**src/rtl/gpio_mask_port.sv**
```systemverilog
module gpio_mask_port #(
  parameter int ADDR_W      = 12,
  parameter int SYNC_STAGES = 2
) (
  input  logic              clk,
  input  logic              rst_n,
  input  logic [ADDR_W-1:0] bus_addr,
  input  logic [7:0]        bus_wdata,
  input  logic              bus_we,
  input  logic              bus_re,
  output logic [7:0]        bus_rdata,
  input  logic [7:0]        pad_in,
  output logic [7:0]        pad_out,
  output logic [7:0]        pad_oe
);
  localparam int PINS = 8;
  localparam logic [ADDR_W-1:0] DIR_OFS = ADDR_W'(12'h400);

  logic [PINS-1:0] out_q, dir_q, rd_q, rd_next;
  logic [PINS-1:0] sync_q [SYNC_STAGES];

  wire             in_win   = (bus_addr >> 10) == '0;
  wire [PINS-1:0]  amask    = bus_addr[9:2];
  wire [PINS-1:0]  pin_view = (dir_q & out_q) | (~dir_q & sync_q[SYNC_STAGES-1]);

  always_ff @(posedge clk or negedge rst_n) begin
    if (!rst_n) begin
      for (int i = 0; i < SYNC_STAGES; i++) sync_q[i] <= '0;
    end else begin
      sync_q[0] <= pad_in;
      for (int i = 1; i < SYNC_STAGES; i++) sync_q[i] <= sync_q[i-1];
    end
  end

  always_ff @(posedge clk or negedge rst_n) begin
    if (!rst_n) begin
      out_q <= '0;
      dir_q <= '0;
    end else if (bus_we) begin
      if (in_win)                out_q <= (out_q & ~amask) | (bus_wdata & amask);
      else if (bus_addr == DIR_OFS) dir_q <= bus_wdata;
    end
  end

  always_comb begin
    rd_next = '0;
    if (in_win) rd_next = pin_view & amask;
    else begin
      case (bus_addr)
        DIR_OFS:          rd_next = dir_q;
        ADDR_W'(12'hFE0): rd_next = 8'h61;
        ADDR_W'(12'hFE4): rd_next = 8'h10;
        ADDR_W'(12'hFE8): rd_next = 8'h04;
        ADDR_W'(12'hFEC): rd_next = 8'h00;
        ADDR_W'(12'hFF0): rd_next = 8'h0D;
        ADDR_W'(12'hFF4): rd_next = 8'hF0;
        ADDR_W'(12'hFF8): rd_next = 8'h05;
        ADDR_W'(12'hFFC): rd_next = 8'hB1;
        default:          rd_next = '0;
      endcase
    end
  end

  always_ff @(posedge clk or negedge rst_n) begin
    if (!rst_n)      rd_q <= '0;
    else if (bus_re) rd_q <= rd_next;
  end

  assign bus_rdata = rd_q;
  assign pad_out   = out_q;
  assign pad_oe    = dir_q;

  a_r2_keep_unmasked: assert property (@(posedge clk) disable iff (!rst_n)
    (bus_we && in_win) |=> ((pad_out ^ $past(pad_out)) & ~$past(amask)) == '0);

  a_r2_take_masked: assert property (@(posedge clk) disable iff (!rst_n)
    (bus_we && in_win) |=> ((pad_out ^ $past(bus_wdata)) & $past(amask)) == '0);

  a_r3_masked_read: assert property (@(posedge clk) disable iff (!rst_n)
    (bus_re && in_win) |=> (bus_rdata & ~$past(amask)) == '0);

  a_r4_dir_write: assert property (@(posedge clk) disable iff (!rst_n)
    (bus_we && bus_addr == DIR_OFS) |=> pad_oe == $past(bus_wdata));

  a_r7_idle_stable: assert property (@(posedge clk) disable iff (!rst_n)
    !bus_we |=> ($stable(pad_out) && $stable(pad_oe)));

  a_r6_id_first: assert property (@(posedge clk) disable iff (!rst_n)
    (bus_re && bus_addr == ADDR_W'(12'hFF0)) |=> bus_rdata == 8'h0D);

  a_r8_hold: assert property (@(posedge clk) disable iff (!rst_n)
    !bus_re |=> $stable(bus_rdata));
endmodule

```
**config.mk**
```make
export PLATFORM = sky130hd
export DESIGN_NAME = gpio_mask_port
export DESIGN_NICKNAME = d
export VERILOG_FILES = /design/src/rtl/gpio_mask_port.sv
export SDC_FILE = /design/constraint.sdc
export NUM_CORES = 1
export LEC_CHECK = 0
export BUFFER_PORTS_ARGS = -buffer_cell sky130_fd_sc_hd__buf_2
export CORE_ASPECT_RATIO = 1.5
export CORE_UTILIZATION = 40
export CTS_BUF_LIST = sky130_fd_sc_hd__clkbuf_16
export DETAILED_ROUTE_END_ITERATION = 16
export PLACE_DENSITY_LB_ADDON = 0.1
export SYNTH_ARGS = -nofsm -noshare
export SYNTH_HDL_FRONTEND = slang
export SYNTH_SLANG_ARGS = --single-unit
```
**constraint.sdc**
```tcl
create_clock -name clk -period 3.74 [get_ports clk]
set_clock_uncertainty 0.15 [all_clocks]
set_input_delay 0.561 -clock clk [delete_from_list [all_inputs] [get_ports clk]]
set_output_delay 0.561 -clock clk [all_outputs]
set_load 0.005 [all_outputs]
```
==> metrics, run 1 <==
status=finished clean; largest delay contributor family on the critical path=simple AND/OR/NAND/NOR gates; Clock Sinks=40; synth unique cells=25; flop and latch count out of synthesis=40; final setup violation count=0; Peak VDD IR=~0.47 mV; Initial Util=roughly two fifths; DP Worst Slack=between 1 and 1.5 ns; Hold Path Class=flop to flop; die width=around 55 um; vias in the first global route=about 1300; Core Area=between 3000 and 4000 sq um; setup_tns=0 ns; Fin. Hold Viols=0; Required @ worst endpoint=3.80 ns; post-route clock period utilization=56.70%; Max Freq=approximately 470 MHz; Final Wtd Congestion=a little over 0.8; type of origin of the critical path=input pin; I/O pin total=between 50 and 60; Lkg Pwr=just over 1 nW; via count=about 1300; setup ws final=~1.6 ns; setup bufs post-CTS=0; Slowest Stage Delay on Critical Path=~0.57 ns; commonest non-fill, non-tap cell in the layout=buf_2; WS Path Type=input pin to flop; initial antenna violation count=0; Root Buffer=clkbuf_16; DP Wirelength=2.739 mm; Crit path buffers/inverters=1; DRC=0; Crit. End Element=flop; PortBufs=55; Final min period=approximately 2.1 ns; first-pass GRT wire length=slightly above 6 mm; met1 Resource Use GR=a little over a fifth; Mapped Nets=165; CTS buffer count=5; relative slew slack=42.24%; clock-pin slew on the worst setup and hold paths=~0.060 ns; grt met2 use=around a third; critical path's slowest cell=or4_4; sequential area share after synthesis=between 50 and 60%; max_cap viols=0; Worst-Skew Late Latency=roughly 0.28 ns; Synth Instances=133; Most Crowded Layer GR=met2; Avg Inst Size Synth=between 10 and 15 sq um; CTS Buffer Depth=2; TritonCTS clock tree=yes; Area Growth Syn to Fin=26.14%; met3 usage=under 10%; Cell Area, Synth=around 1700 sq um; worst-margin pin slew=roughly 0.87 ns; Post-CTS Hold Buffers=0; WL per Instance=between 15 and 20 um; Power Density=470.8 nW/um^2; Max Slew Vio Count=0; row count=28; GRT Residual Overflow=0; antenna diode count=0; nets@finish=around 220; gr usage total=between 10% and 20%; vias per cell=between 5 and 6; drt total wl=approximately 3.8 mm; die area=4456 sq um; DRT iter0 DRCs=22; critical-path cell list=buf_2, or4_4, nor4_4, a221oi_1, nor2_1; CTS H-tree lvls=2; layout cells sized above 1=47.40%; DRT antenna net count=0; die height=between 80 and 90 um; Pre-Repair DR Iteration Count=4; largest net degree at the start of global routing=41; crit path max fanout=9; post-cts sizing count=0; Yosys Warn Count=0; RSZ-0062 raised after global routing=no; CP Data Arrival Time=2.18 ns; most used cells in the layout excluding fill and tap cells=buf_2 (55), dfrtp_1 (40), mux2_2 (25)
[final cells by class]
class                      count  area [sq um]
inverter                       1         3.754
clock buffer                   5         125.1
sequential                    40          1001
clock inverter                 3         11.26
tap                           45         56.30
timing repair buffer          55         275.3
multi-input combinational     88         640.6
fill                         398          1881
[logic make-up (layout without fill, tap and decap cells)]
kind of cell / count (synthesis) / after routing / share of synthesized area (%)
mux: 25 / 25 / 16.80
simple gates: 46 / 46 / 13.74
buf+inv: 5 / 64 / 2.016
flops: 40 / 40 / 59.75
compound gates: 16 / 16 / 7.170
xor+xnor: 1 / 1 / 0.5229
[metrics by stage]
stage / instance area, sq um / utilization [%] / instances / power, mW / hold WS [ns]
CTS: 2113 / 52.91 / 237 / 1.008 / 0.1989
global route: 2113 / 52.91 / 237 / 1.048 / 0.2071
finish: 2113 / 52.91 / 237 / 0.9949 / 0.1944
global placement: 1977 / 49.50 / 229 / 0.6034 / 0.1817
detailed placement: 1977 / 49.50 / 229 / 0.6095 / 0.1847
floorplan: 1675 / - / 133 / 0.5427 / 0.1154
[Yosys cell counts]
| master | n | area [sq um] |
|---|---|---|
| dfrtp_1 | 40 | 1001 |
| mux2_2 | 25 | 281.5 |
| nor2_1 | 16 | 60.06 |
| nand2_1 | 15 | 56.30 |
| a31oi_1 | 8 | 50.05 |
| nand3_1 | 4 | 20.02 |
| a21oi_1 | 2 | 10.01 |
| a221oi_1 | 2 | 17.52 |
| a31o_2 | 2 | 17.52 |
| buf_6 | 2 | 22.52 |
| clkbuf_1 | 2 | 7.510 |
| nand2b_1 | 2 | 12.51 |
| a32oi_1 | 1 | 8.760 |
| a41oi_2 | 1 | 16.27 |
| and2_1 | 1 | 6.260 |
| inv_1 | 1 | 3.750 |
| nand2_2 | 1 | 6.260 |
| nand4_1 | 1 | 6.260 |
| nor3_1 | 1 | 5.000 |
| nor4_4 | 1 | 21.27 |
| nor4b_1 | 1 | 8.760 |
| or3b_1 | 1 | 8.760 |
| or4_1 | 1 | 7.510 |
| or4_4 | 1 | 11.26 |
| xor2_1 | 1 | 8.760 |
[worst register-to-register path, stage by stage (launching register included)]
cell and delay, ns:
dfrtp_1 0.38, mux2_2 0.35, a31o_2 0.24, a221oi_1 0.24, nor2_1 0.06
[report_power, final]
group	total (mW)	internal [mW]	switching, mW
combinational	0.112	0.0576	0.0539
sequential	0.488	0.468	0.0193
clock	0.396	0.240	0.156
[routing by layer]
metal,vias up,routed length [um],part of all wire [%]
met1,632,1440,38
li1,590,-,-
met5,-,0,0
met4,0,48,1.3
met3,4,203,5.4
met2,41,2071,55
[worst paths after layout]
check / to / cells past startpoint / from / slack, ns
hold / removal: sync_q[4]$_DFF_PN0_ / 0 / sync_q[12]$_DFF_PN0_ / 0.19
min in group asynchronous: async pin / 1 / rst_n / 0.25
max in group asynchronous: sync_q[13]$_DFF_PN0_ / 1 / rst_n / 2.65
setup / recovery: bus_rdata[2]$_DFFE_PN0P_ / 5 / bus_addr[2] / 1.62
setup reg to reg: bus_rdata[2]$_DFFE_PN0P_ / 4 / pad_oe[2]$_DFFE_PN0P_ / 2.19
hold reg to reg: sync_q[4]$_DFF_PN0_ / 0 / sync_q[12]$_DFF_PN0_ / 0.19
(Power assumes the default switching activity.)
==> run 2: changes to the inputs <==
- ABC_AREA: not set -> 1
- clock period: 3.74 -> 2 ns (I/O delays scaled with it)
==> run 2 against run 1 <==
  * Die area grew 12%
  * Highest routed layer unchanged
  * Sequential share of layout area decreased by 7.4 points
  * Setup slack worse by 1.1 ns
  * Combinational power increased by 110%
  * Largest power group unchanged
==> metrics, run 2 <==
setup bufs post-CTS=0 (unchanged); layout cells sized above 1=28.33% (was 47.40%); setup ws final=0.5258 ns (was 1.619 ns); drt total wl=4.372 mm (was 3.764 mm); Root Buffer=clkbuf_16 (unchanged); reg2reg start=pad_oe[3]$_DFFE_PN0P_ (was pad_oe[2]$_DFFE_PN0P_); Avg Inst Size Synth=8.286 sq um (was 12.60 sq um); critical path's slowest cell=nor3_4 (was or4_4); clock-pin slew on the worst setup and hold paths=0.06 ns (about the same); relative slew slack=66.06% (was 42.24%); status=finished clean (unchanged); max_cap viols=0 (unchanged); Power Density=809.5 nW/um^2 (was 470.8 nW/um^2); CTS buffer count=5 (unchanged); Fin. Hold Viols=0 (unchanged); Slowest Stage Delay on Critical Path=0.33 ns (was 0.57 ns); DP Wirelength=3.257 mm (was 2.739 mm); sequential area share after synthesis=52.98% (was 59.75%); DRT iter0 DRCs=76 (was 22); die area=5008 sq um (was 4456 sq um); largest delay contributor family on the critical path=simple AND/OR/NAND/NOR gates (unchanged); DRT antenna net count=0 (unchanged); die height=86.17 um (was 81.26 um); synth unique cells=23 (was 25); Core Area=4542 sq um (was 3994 sq um); vias per cell=4.624 (was 5.346); Crit path buffers/inverters=1 (unchanged); WS Path Type=input pin to flop (unchanged); GRT Residual Overflow=0 (unchanged); worst hold endpoint=pad_oe[6]$_DFFE_PN0P_ (was sync_q[4]$_DFF_PN0_); Yosys top cell by area=dfrtp_1 (unchanged); DP Worst Slack=0.2187 ns (was 1.332 ns); Pre-Repair DR Iteration Count=4 (unchanged); Peak VDD IR=0.5414 mV (was 0.4740 mV); CP Data Arrival Time=1.49 ns (was 2.18 ns); most numerous cell in the Yosys netlist=nand2_1 (was dfrtp_1); Clock Sinks=40 (unchanged); Final min period=roughly 1.5 ns; type of origin of the critical path=input pin (unchanged); flop and latch count out of synthesis=40 (unchanged); PortBufs=55 (unchanged); commonest non-fill, non-tap cell in the layout=nand2_1 (was buf_2); CTS H-tree lvls=2 (unchanged); Cell Area, Synth=1889 sq um (was 1675 sq um); number of cells on the worst hold path=3 (was 0); Synth Instances=228 (was 133); Fillers=454 (was 398); Crit. End Element=flop (unchanged); Required @ worst endpoint=2.01 ns (was 3.80 ns); Area Growth Syn to Fin=32.52% (was 26.14%); RSZ-0062 raised after global routing=no (unchanged); Worst-Skew Late Latency=0.28 ns (about the same); row count=30 (was 28); I/O pin total=56 (unchanged); Yosys top cell area share=52.98% (was 59.75%); worst-margin pin slew=0.5092 ns (was 0.8663 ns); most used cells in the layout excluding fill and tap cells=nand2_1 (62), buf_2 (55), dfrtp_1 (40) (was buf_2 (55), dfrtp_1 (40), mux2_2 (25)); reg2reg setup slack=0.80 ns (was 2.19 ns); Final Wtd Congestion=0.9388 (was 0.8133); via count=1683 (was 1267); Post-synth EDFFs=0 (unchanged); Hold Path Origin=bus_wdata[6] (was sync_q[12]$_DFF_PN0_); setup_tns=0 ns (unchanged); Max Freq=about 680 MHz; largest net degree at the start of global routing=41 (unchanged); top post-synthesis cells by count=nand2_1 (62), dfrtp_1 (40), inv_1 (31), nor2_1 (26), nand3_1 (14) (was dfrtp_1 (40), mux2_2 (25), nor2_1 (16), nand2_1 (15), a31oi_1 (8)); die width=58.12 um (was 54.84 um); CTS Buffer Depth=2 (unchanged); critical-path cell list=buf_2, nor2_2, nand2_2, nor3_4, nand3_4, nand2_1, o21ai_2 (was buf_2, or4_4, nor4_4, a221oi_1, nor2_1); Yosys Warn Count=0 (unchanged); antenna diode count=0 (unchanged); R2R depth=7 (was 4); Max Slew Vio Count=0 (unchanged); DRC=0 (unchanged); post-route clock period utilization=about three quarters; final setup violation count=0 (unchanged); TritonCTS clock tree=yes (unchanged); Post-Layout Cell Count=364 (was 237); largest cells by area after synthesis=dfrtp_1 (53%), nand2_1 (12%), inv_1 (6.2%), nor2_1 (5.2%), nand3_1 (3.7%) (was dfrtp_1 (60%), mux2_2 (17%), nor2_1 (3.6%), nand2_1 (3.4%), a31oi_1 (3.0%)); WL per Instance=12.01 um (was 15.88 um); crit path max fanout=16 (was 9); gr usage total=19.98% (was 19.91%); cell count after placement=347 (was 229); reg-to-reg endpoint=bus_rdata[3]$_DFFE_PN0P_ (was bus_rdata[2]$_DFFE_PN0P_); fraction of registers with async set or reset after synthesis=100.0% (unchanged); hold slack final=0.1280 ns (was 0.1944 ns); Mapped Nets=260 (was 165); Initial Util=41.60% (was 41.95%); vias in the first global route=1596 (was 1266); Hold Path Class=input pin to flop (was flop to flop); first-pass GRT wire length=7.465 mm (was 6.099 mm); Top FF cell, synth=dfrtp_1 (unchanged); nets@finish=331 (was 223); Lkg Pwr=1.309 nW (was 1.016 nW); initial antenna violation count=0 (unchanged)
-- run 2: changes by cell type after synthesis, sizes merged, moves of 11 or more --
cell   before  now
o21ai       0   19
nor2       16   29
mux2       25    0
nand2      16   65
inv         1   31
nand3       4   15
-- run 2: cell families after synthesis --
kind of cell / Yosys count / share of synthesized area (%)
flip-flops: 40 / 52.98
AO/OA/AOI/OAI: 37 / 12.19
AND/OR/NAND/NOR: 116 / 27.35
buffers and inverters: 35 / 7.483
-- run 2: where the power goes --
group	total (mW)	switching (mW)	internal, mW
registers	0.902	0.0326	0.870
logic	0.232	0.126	0.107
clock network	0.892	0.311	0.581
total	2.03	0.469	1.56
-- run 2: per-layer routing --
layer  up-vias  wire (um)  track usage [%]
met3        11        155            4.179
met1       772       1846            25.39
met2        44       2252            32.29
met5         -          0                0
li1        856          -                -
met4         0        118            9.307
-- run 2: worst reg2reg max path: cells and delay by family (launching register included) --
family                 cells  cell delay [ns]
AOI/OAI and AO/OA          2             0.19
buffers and inverters      2             0.09
DFF                        1             0.43
and+or+nand+nor            3             0.23
-- run 2: final cells by class --
cell class,instances,area (sq um),share of cell area [%]
inverters,31,116.4,4.648
flip-flops and latches,40,1001,39.98
repair buffers,68,395.4,15.79
well taps,64,80.08,3.198
multi-input cells,153,747.0,29.84
clock inverters,3,38.79,1.549
clock buffers,5,125.1,4.998
-- run 2: worst max-delay path by stage --
stage	cells after the start	to	startpoint
after global routing	7	pad_oe[4]$_DFFE_PN0P_	bus_addr[6]
final	7	pad_oe[4]$_DFFE_PN0P_	bus_addr[2]
after global placement	7	pad_oe[0]$_DFFE_PN0P_	bus_addr[2]
after floorplan	7	pad_oe[2]$_DFFE_PN0P_	bus_addr[6]
after CTS	7	pad_oe[0]$_DFFE_PN0P_	bus_addr[2]
after detailed placement	7	pad_oe[0]$_DFFE_PN0P_	bus_addr[2]
-- run 2: metrics by stage --
step	cell area (sq um)	utilization (%)	total power [mW]
floorplan	1889	-	1.011
global placement	2250	49.53	1.136
detailed placement	2250	49.53	1.140
CTS	2504	55.12	2.054
global route	2504	55.12	2.126
finish	2504	55.12	2.027
-- run 2: repair_timing --
action | 4_1_cts | 5_1_grt
hold buffers | 9 | 0
hold endpoints to repair | 48 | 0
gates resized for setup | 0 | 0
